[config.mk]
export PLATFORM = sky130hd
export DESIGN_NAME = irq_holdoff
export DESIGN_NICKNAME = d
export VERILOG_FILES = /design/src/rtl/irq_holdoff_pkg.sv /design/src/rtl/irq_holdoff_minsel.sv /design/src/rtl/irq_holdoff_cnt.sv /design/src/rtl/irq_holdoff_reload.sv /design/src/rtl/irq_holdoff.sv
export SDC_FILE = /design/constraint.sdc
export NUM_CORES = 1
export LEC_CHECK = 0
export BUFFER_PORTS_ARGS = -buffer_cell sky130_fd_sc_hd__buf_4
export CAP_MARGIN = 25
export CORE_ASPECT_RATIO = 0.6
export CORE_MARGIN = 2
export CORE_UTILIZATION = 55
export CTS_BUF_LIST = sky130_fd_sc_hd__clkbuf_4 sky130_fd_sc_hd__clkbuf_8
export CTS_CLUSTER_SIZE = 14
export DETAILED_ROUTE_END_ITERATION = 10
export PLACE_DENSITY = 0.74
export SYNTH_ARGS = -nofsm -noshare
export SYNTH_HDL_FRONTEND = slang
export SYNTH_SLANG_ARGS = --single-unit
export TNS_END_PERCENT = 20
[constraint.sdc]
create_clock -name clk -period 3.6 [get_ports clk]
set_clock_uncertainty 0.15 [all_clocks]
set_input_delay 0 -clock clk [delete_from_list [all_inputs] [get_ports clk]]
set_output_delay 0 -clock clk [all_outputs]
set_load 0.005 [all_outputs]
[src/rtl/irq_holdoff_pkg.sv]
package irq_holdoff_pkg;
  // choice of the next reload value on a deferral
  typedef enum logic [1:0] {
    RL_KEEP = 2'd0,
    RL_MIN  = 2'd1,
    RL_GROW = 2'd2
  } rl_sel_e;
endpackage

[src/rtl/irq_holdoff_minsel.sv]
module irq_holdoff_minsel #(
  parameter int W        = 8,
  parameter int MIN_DEF  = 10,
  parameter int MAX_HOLD = 160,
  parameter bit USE_PROG = 1'b1
) (
  input  logic [W-1:0] prog_min,
  output logic [W-1:0] min_val
);
  localparam logic [W-1:0] MIN_L = W'(MIN_DEF);
  localparam logic [W-1:0] MAX_L = W'(MAX_HOLD);

  generate
    if (USE_PROG) begin : g_prog
      always_comb begin
        if (prog_min == '0)         min_val = MIN_L;
        else if (prog_min > MAX_L)  min_val = MAX_L;
        else                        min_val = prog_min;
      end
    end else begin : g_fixed
      // programmed value only matters when the option is built in
      always_comb min_val = (prog_min == prog_min) ? MIN_L : MIN_L;
    end
  endgenerate
endmodule

[src/rtl/irq_holdoff_cnt.sv]
module irq_holdoff_cnt #(
  parameter int W = 8
) (
  input  logic         clk,
  input  logic         rst,
  input  logic         load,
  input  logic [W-1:0] load_val,
  output logic [W-1:0] cnt,
  output logic         zero,
  output logic         expire
);
  always_ff @(posedge clk) begin
    if (rst)               cnt <= '0;
    else if (load)         cnt <= load_val;
    else if (cnt != '0)    cnt <= cnt - W'(1);
  end

  assign zero   = (cnt == '0);
  assign expire = (cnt == W'(1)) && !load;
endmodule

[src/rtl/irq_holdoff_reload.sv]
module irq_holdoff_reload
  import irq_holdoff_pkg::*;
#(
  parameter int W        = 8,
  parameter int MAX_HOLD = 160
) (
  input  logic         clk,
  input  logic         rst,
  input  logic         defer,
  input  logic         ena,
  input  logic         zero,
  input  logic         expire,
  input  logic [W-1:0] min_val,
  output logic [W-1:0] rel_q,
  output logic [W-1:0] load_val
);
  localparam int GW = W + 1;
  localparam logic [W-1:0]  MAX_L   = W'(MAX_HOLD);
  localparam logic [GW-1:0] MAX_G   = GW'(MAX_HOLD);
  localparam logic [GW-1:0] GAP_CAP = GW'(2 * MAX_HOLD);

  logic          recent_q;
  logic [GW-1:0] gap_q;
  logic [GW-1:0] dbl;
  logic [W-1:0]  grown;
  logic          in_window;
  rl_sel_e       sel;

  assign dbl       = {rel_q, 1'b0};
  assign grown     = (dbl > MAX_G) ? MAX_L : dbl[W-1:0];
  assign in_window = recent_q && zero && (gap_q < dbl);

  always_comb begin
    if (ena)            sel = RL_MIN;
    else if (!zero)     sel = RL_KEEP;
    else if (in_window) sel = RL_GROW;
    else                sel = RL_MIN;
  end

  always_comb begin
    unique case (sel)
      RL_KEEP: load_val = rel_q;
      RL_GROW: load_val = grown;
      default: load_val = min_val;
    endcase
  end

  always_ff @(posedge clk) begin
    if (rst) begin
      rel_q    <= min_val;
      recent_q <= 1'b0;
      gap_q    <= '0;
    end else begin
      if (defer)    rel_q <= load_val;
      else if (ena) rel_q <= min_val;

      if (ena || defer)   recent_q <= 1'b0;
      else if (expire)    recent_q <= 1'b1;

      if (expire)                                   gap_q <= '0;
      else if (recent_q && zero && gap_q != GAP_CAP) gap_q <= gap_q + GW'(1);
    end
  end
endmodule

[src/rtl/irq_holdoff.sv]
module irq_holdoff #(
  parameter int MAX_HOLD = 160,
  parameter int MIN_DEF  = 10,
  parameter bit USE_PROG = 1'b1,
  parameter int W        = $clog2(MAX_HOLD + 1)
) (
  input  logic         clk,
  input  logic         rst,
  input  logic         irq_req,
  input  logic         irq_en,
  input  logic         defer_pulse,
  input  logic         ena_retire,
  input  logic [W-1:0] prog_min,
  output logic         accept_q
);
  logic [W-1:0] min_val;
  logic [W-1:0] reload_q;
  logic [W-1:0] load_val;
  logic [W-1:0] hold_cnt;
  logic         cnt_zero;
  logic         cnt_expire;

  irq_holdoff_minsel #(
    .W(W), .MIN_DEF(MIN_DEF), .MAX_HOLD(MAX_HOLD), .USE_PROG(USE_PROG)
  ) u_minsel (
    .prog_min (prog_min),
    .min_val  (min_val)
  );

  irq_holdoff_reload #(.W(W), .MAX_HOLD(MAX_HOLD)) u_reload (
    .clk      (clk),
    .rst      (rst),
    .defer    (defer_pulse),
    .ena      (ena_retire),
    .zero     (cnt_zero),
    .expire   (cnt_expire),
    .min_val  (min_val),
    .rel_q    (reload_q),
    .load_val (load_val)
  );

  irq_holdoff_cnt #(.W(W)) u_cnt (
    .clk      (clk),
    .rst      (rst),
    .load     (defer_pulse),
    .load_val (load_val),
    .cnt      (hold_cnt),
    .zero     (cnt_zero),
    .expire   (cnt_expire)
  );

  always_ff @(posedge clk) begin
    if (rst) accept_q <= 1'b0;
    else     accept_q <= irq_req && irq_en && cnt_zero;
  end
endmodule

==> results.json, run 1 <==
{
  "fp.coreArea_sq_um": 3240,
  "grt_pass1_wl_um": 7690,
  "layout-drive-gt1-share": 0.155,
  "irDropWorstVdd_mv": 0.247,
  "clock-sinks": 27,
  "synthFlopType": "dfxtp_1",
  "worst_pin_slew_ns": 0.640,
  "power.leakage_uw": 0.000844,
  "initial_utilization": 0.571,
  "power_density_nw_per_um2": 359,
  "synthesis.area_sq_um": 1850,
  "n_antenna_cell": 0,
  "htree_levels": 1,
  "final_common_cell": "buf_4",
  "gr-total-overflow": 0,
  "tritoncts.num_buffers": 3,
  "ys_seq_area_frac": 0.335,
  "grt_max_degree": 19,
  "rows": 16,
  "max_cap_violations": 0,
  "area_delta_synth_final_pct": 16.5,
  "cts.path.max_buffers": 2,
  "syn_nets": 233,
  "async_flop_share": 0,
  "synth.distinct_cells": 56,
  "grt_pass1_vias": 1578,
  "routed_wirelength_um": 4880,
  "setup-tns-final_ns": 0,
  "critPathCaptureType": "register",
  "vias": 1783,
  "die_x_um": 78.9,
  "nets": 260,
  "cp-startpoint": "u_cnt.cnt[0]$_SDFFE_PP0P_",
  "holdWs_ns": 0.0218,
  "cts_resized": 0,
  "hold_viol": 0,
  "min_from": "prog_min[5]",
  "period_needed_ns": 3.15,
  "drc": 0,
  "drt_iter0_drc": 179,
  "status": "finished, final reports clean",
  "die_area_sq_um": 3860,
  "crit_type": "register to register",
  "grt_usage": 0.258,
  "cts_tree": "done",
  "antenna_found_initial": 0,
  "place_hpwl_um": 3560,
  "io_pins": 15,
  "portBuffers": 14,
  "maxSlewHeadroom": 0.569,
  "slew_viol_final": 0,
  "clk-insertion-delay-late_ns": 0.28,
  "start_kind": "register",
  "hp-class": "primary input to register",
  "via_per_inst": 6.41,
  "place_area_sq_um": 1980,
  "avgSynthCellArea_sq_um": 8.95,
  "drt-wirelength-per-cell_um": 17.5,
  "critPathRequiredTime_ns": 3.68,
  "fmax_mhz": 318,
  "cp_data_arrival_time_ns": 3.23,
  "die_y_um": 49.0,
  "root_buffer": "clkbuf_8",
  "first_pass_iters": 5,
  "ant_nets": 0,
  "ys.warnings.count": 0,
  "min_period_over_period": 0.875,
  "cp_max_fo": 16,
  "final_cell_mix": "buf_4 (20), dfxtp_1 (19), nor2_1 (18), inv_1 (17), ha_1 (12)",
  "place_congestion": 0.946,
  "cts.clk_slew.worst_paths_ns": 0.09,
  "design_area_sq_um": 2160,
  "rsz0062_at_grt": "false",
  "synth_edf_count": 8,
  "netlist_instances": 207,
  "ys_seq_elements": 27,
  "timing.rr.start": "u_cnt.cnt[0]$_SDFFE_PP0P_",
  "setup_viol": 0
}
-- path summary, 6_finish.rpt --
check	endpoint	slack [ns]	cells after the start
max	u_cnt.cnt[1]$_SDFFE_PP0P_	0.45	8
min	u_reload.rel_q[5]$_DFFE_PP_	0.02	3
max reg2reg	u_cnt.cnt[1]$_SDFFE_PP0P_	0.45	8
min reg2reg	u_reload.recent_q$_SDFFE_PP0P_	0.40	2
-- cells by family (layout without fill, tap and decap cells) --
logic type,count (synthesis),in the layout,share of synthesized area
xor gates and xnor gates,10,10,0.0473
AOI/OAI and AO/OA,56,56,0.240
and+or+nand+nor,77,77,0.236
adders and majority gates,12,12,0.0810
DFF,27,27,0.335
buffers and inverters,23,49,0.0506
muxes,2,2,0.0108
-- repair_timing --
| action | CTS | global route |
|---|---|---|
| endpoints found under the hold margin | 8 | 0 |
| setup buffers | 0 | 5 |
| endpoints found under the setup margin | 0 | 1 |
| hold buffers | 8 | 0 |
-- cell type report --
cell class              count  area, sq um
repair buffers             28          230
inverters                  17         63.8
fillers                   262         1080
clock buffers               4         48.8
well taps                  45         56.3
multi-input cells         157         1140
flip-flops and latches     27          621
-- worst max-delay path, cell delays in order, from the launching register on --
cell           delay [ns]
dfxtp_1              0.35
inv_1                0.13
ha_1                 0.31
nor3b_1              0.52
a21oi_1              0.22
buf_4                0.24
or3_1                0.42
a311oi_2             0.19
dlygate4sd3_1        0.56
-- where the power goes --
part	internal [uW]	total, uW	switching [uW]	leakage [uW]
logic	93.5	227	133	0.000577
clock network	87.0	181	93.5	0.0000262
registers	338	367	29.0	0.000241
-- cells in the mapped netlist (all sizes together), types with 2 or more instances --
cell type  instances  share of area
dfxtp             19           0.21
nor2              18          0.036
inv               17          0.034
ha                12          0.081
a21oi             10          0.027
nand2              9          0.022
nor3               9          0.024
o21ai              9          0.024
or3                9          0.030
edfxtp             8           0.13
nor4               8          0.035
xnor2              8          0.038
a311oi             5          0.043
and3               5          0.017
nand3              5          0.014
a211oi             4          0.016
clkbuf             4         0.0081
nand4              3          0.014
nor2b              3          0.010
o22ai              3          0.010
a2111oi            2          0.013
a21boi             2         0.0081
a221oi             2         0.0095
a31oi              2         0.0068
buf                2         0.0081
mux2i              2          0.011
o211ai             2         0.0081
o21a               2         0.0081
or4                2         0.0081
xor2               2         0.0095
-- state kept, by name, indices dropped and copies added, names as in the netlist --
signal             cells
u_reload.gap_q         9
u_cnt.cnt              8
u_reload.rel_q         8
accept_q               1
u_reload.recent_q      1
-- stage by stage --
step                utilization  setup slack (ns)  total power [uW]  cells
floorplan                     -              1.20               518    207
global placement          0.612             0.888               572    260
detailed placement        0.612             0.791               580    260
CTS                       0.652             0.290               767    272
global route              0.666             0.278               812    278
finish                    0.666             0.451               774    278
-- routing by layer --
metal | share of wire | wire length (um) | global-route usage
met1 | 0.45 | 2190 | 0.384
met2 | 0.43 | 2080 | 0.368
met3 | 0.11 | 535 | 0.0852
met4 | 0.014 | 70 | 0.0489
met5 | 0 | 0 | 0
Power figures use the tool's default switching activity.
==> run 2, diff against run 1 <==
CORE_UTILIZATION = 59   (was 55)
PLACE_DENSITY = 0.79   (was 0.74)
==> run 2 against run 1 <==
Against the previous run:
- via count is 3.3% lower
- flip-flop and latch count unchanged
- wire length down 4.0%
- critical endpoint is now u_cnt.cnt[4]$_SDFFE_PP0P_
- sequential power about the same
- first-iteration DRC count is 28% lower
- largest power group unchanged
- register-to-register slack got worse by 0.21 ns
- final cell count decreased by 2.5%
- fmax down 6.3%
- clock power decreased by 2%
==> results.json, run 2 (synthesized netlist as in run 1, its figures left out) <==
{
  "cts_resized": 0,
  "period_needed_ns": 3.36,
  "crit_type": "register to register",
  "cts.clk_slew.worst_paths_ns": 0.10,
  "grt_pass1_vias": 1437,
  "largest_reg_flops": 9,
  "cp_max_fo": 17,
  "die_y_um": 47.4,
  "worst_pin_slew_ns": 0.713,
  "irDropWorstVdd_mv": 0.218,
  "timing.rr.start": "u_cnt.cnt[1]$_SDFFE_PP0P_",
  "power_density_nw_per_um2": 361,
  "ant_nets": 0,
  "hold_viol": 0,
  "min_period_over_period": 0.934,
  "nets": 256,
  "area_delta_synth_final_pct": 14.7,
  "antenna_found_initial": 0,
  "min_from": "prog_min[1]",
  "fp.coreArea_sq_um": 2930,
  "max_stage_delay_ns": 0.63,
  "vias": 1724,
  "rsz0062_at_grt": "false",
  "postLayoutCoreUtil": 0.726,
  "htree_levels": 1,
  "place_hpwl_um": 3590,
  "die_area_sq_um": 3620,
  "start_kind": "register",
  "gr-total-overflow": 0,
  "n_antenna_cell": 0,
  "grt_max_degree": 19,
  "io_pins": 15,
  "critPathCaptureType": "register",
  "setup_viol": 0,
  "tritoncts.num_buffers": 3,
  "cp_data_arrival_time_ns": 3.44,
  "top_regs": "u_reload.gap_q x9, u_cnt.cnt x8, u_reload.rel_q x8",
  "root_buffer": "clkbuf_8",
  "setup_slack_ns": 0.239,
  "grt_pass1_wl_um": 7470,
  "place_congestion": 0.911,
  "fmax_mhz": 298,
  "hp-class": "primary input to register",
  "routed_wirelength_um": 4680,
  "final_cell_mix": "dfxtp_1 (19), nor2_1 (18), inv_1 (17), buf_4 (15), ha_1 (12)",
  "drc": 0,
  "dp_slack_ns": 0.772,
  "max_cap_violations": 0,
  "cts_tree": "done",
  "postCtsSetupRepairBufs": 0,
  "dp.cells": 257,
  "drt-wirelength-per-cell_um": 17.3,
  "layout-drive-gt1-share": 0.135,
  "maxSlewHeadroom": 0.524,
  "critPathRequiredTime_ns": 3.68,
  "holdWs_ns": 0.0218,
  "layout.cells.non_filler": 271,
  "fillCellCount": 228,
  "crit_slowest_cell": "a311oi_4",
  "setup-tns-final_ns": 0,
  "first_pass_iters": 5,
  "top_register": "u_reload.gap_q",
  "status": "finished, final reports clean",
  "power.leakage_uw": 0.000821,
  "portBuffers": 14,
  "rows": 15,
  "drt_iter0_drc": 129,
  "clock-sinks": 27,
  "cp-startpoint": "u_cnt.cnt[1]$_SDFFE_PP0P_",
  "initial_utilization": 0.633,
  "clk-insertion-delay-late_ns": 0.28,
  "crit_chain": "inv_1 -> ha_1 -> nor3b_1 -> nand2_4 -> a311oi_4 -> a31oi_1 -> a311oi_2 -> dlygate4sd3_1",
  "reg2reg_setup_slack_ns": 0.24,
  "critPathTopFamily": "compound AO/OA/AOI/OAI gates",
  "crit_buf_inv": 2,
  "via_per_inst": 6.36,
  "slew_viol_final": 0,
  "die_x_um": 76.4,
  "grt_usage": 0.273,
  "cts.path.max_buffers": 2,
  "final_common_cell": "dfxtp_1"
}
-- run 2: layout make-up --
class	count	area [sq um]	area share
inverter	17	63.8	0.0300
sequential	27	621	0.292
clock inverter	1	6.26	0.00294
tap	42	52.6	0.0247
timing repair buffer	24	203	0.0953
multi-input combinational	157	1140	0.536
clock buffer	3	41.3	0.0194
-- run 2: power breakdown --
group          switching, uW  leakage (uW)  internal, uW
logic                    130      0.000554          93.7
clock network           97.6     0.0000260          79.3
registers               29.2      0.000241           338
-- run 2: final timing paths --
check             cells after the start                             end
setup / recovery                      8       u_cnt.cnt[4]$_SDFFE_PP0P_
hold / removal                        3     u_reload.rel_q[1]$_DFFE_PP_
setup reg to reg                      8       u_cnt.cnt[4]$_SDFFE_PP0P_
hold reg to reg                       2  u_reload.gap_q[3]$_SDFFE_PP0P_
-- run 2: repair_timing --
action	CTS	global route
hold buffers	9	0
setup endpoints to repair	0	0
endpoints found under the hold margin	9	0
-- run 2: worst reg2reg max path, stage by stage, from the launching register on --
cell and delay (ns):
dfxtp_1 0.34, inv_1 0.12, ha_1 0.28, nor3b_1 0.54, nand2_4 0.16, a311oi_4 0.63, a31oi_1 0.25, a311oi_2 0.26
dlygate4sd3_1 0.57
-- run 2: stage by stage --
stage	total power, uW	instance area (sq um)
floorplan	518	1850
global placement	570	1980
detailed placement	579	1980
CTS	761	2120
global route	808	2130
finish	768	2130
-- run 2: metal layers --
metal | GRT usage | wire, um | up-vias
met5 | 0 | 0 | -
met4 | 0.0327 | 19 | 0
met3 | 0.0792 | 428 | 4
met2 | 0.407 | 1940 | 71
met1 | 0.408 | 2290 | 819
li1 | - | - | 830
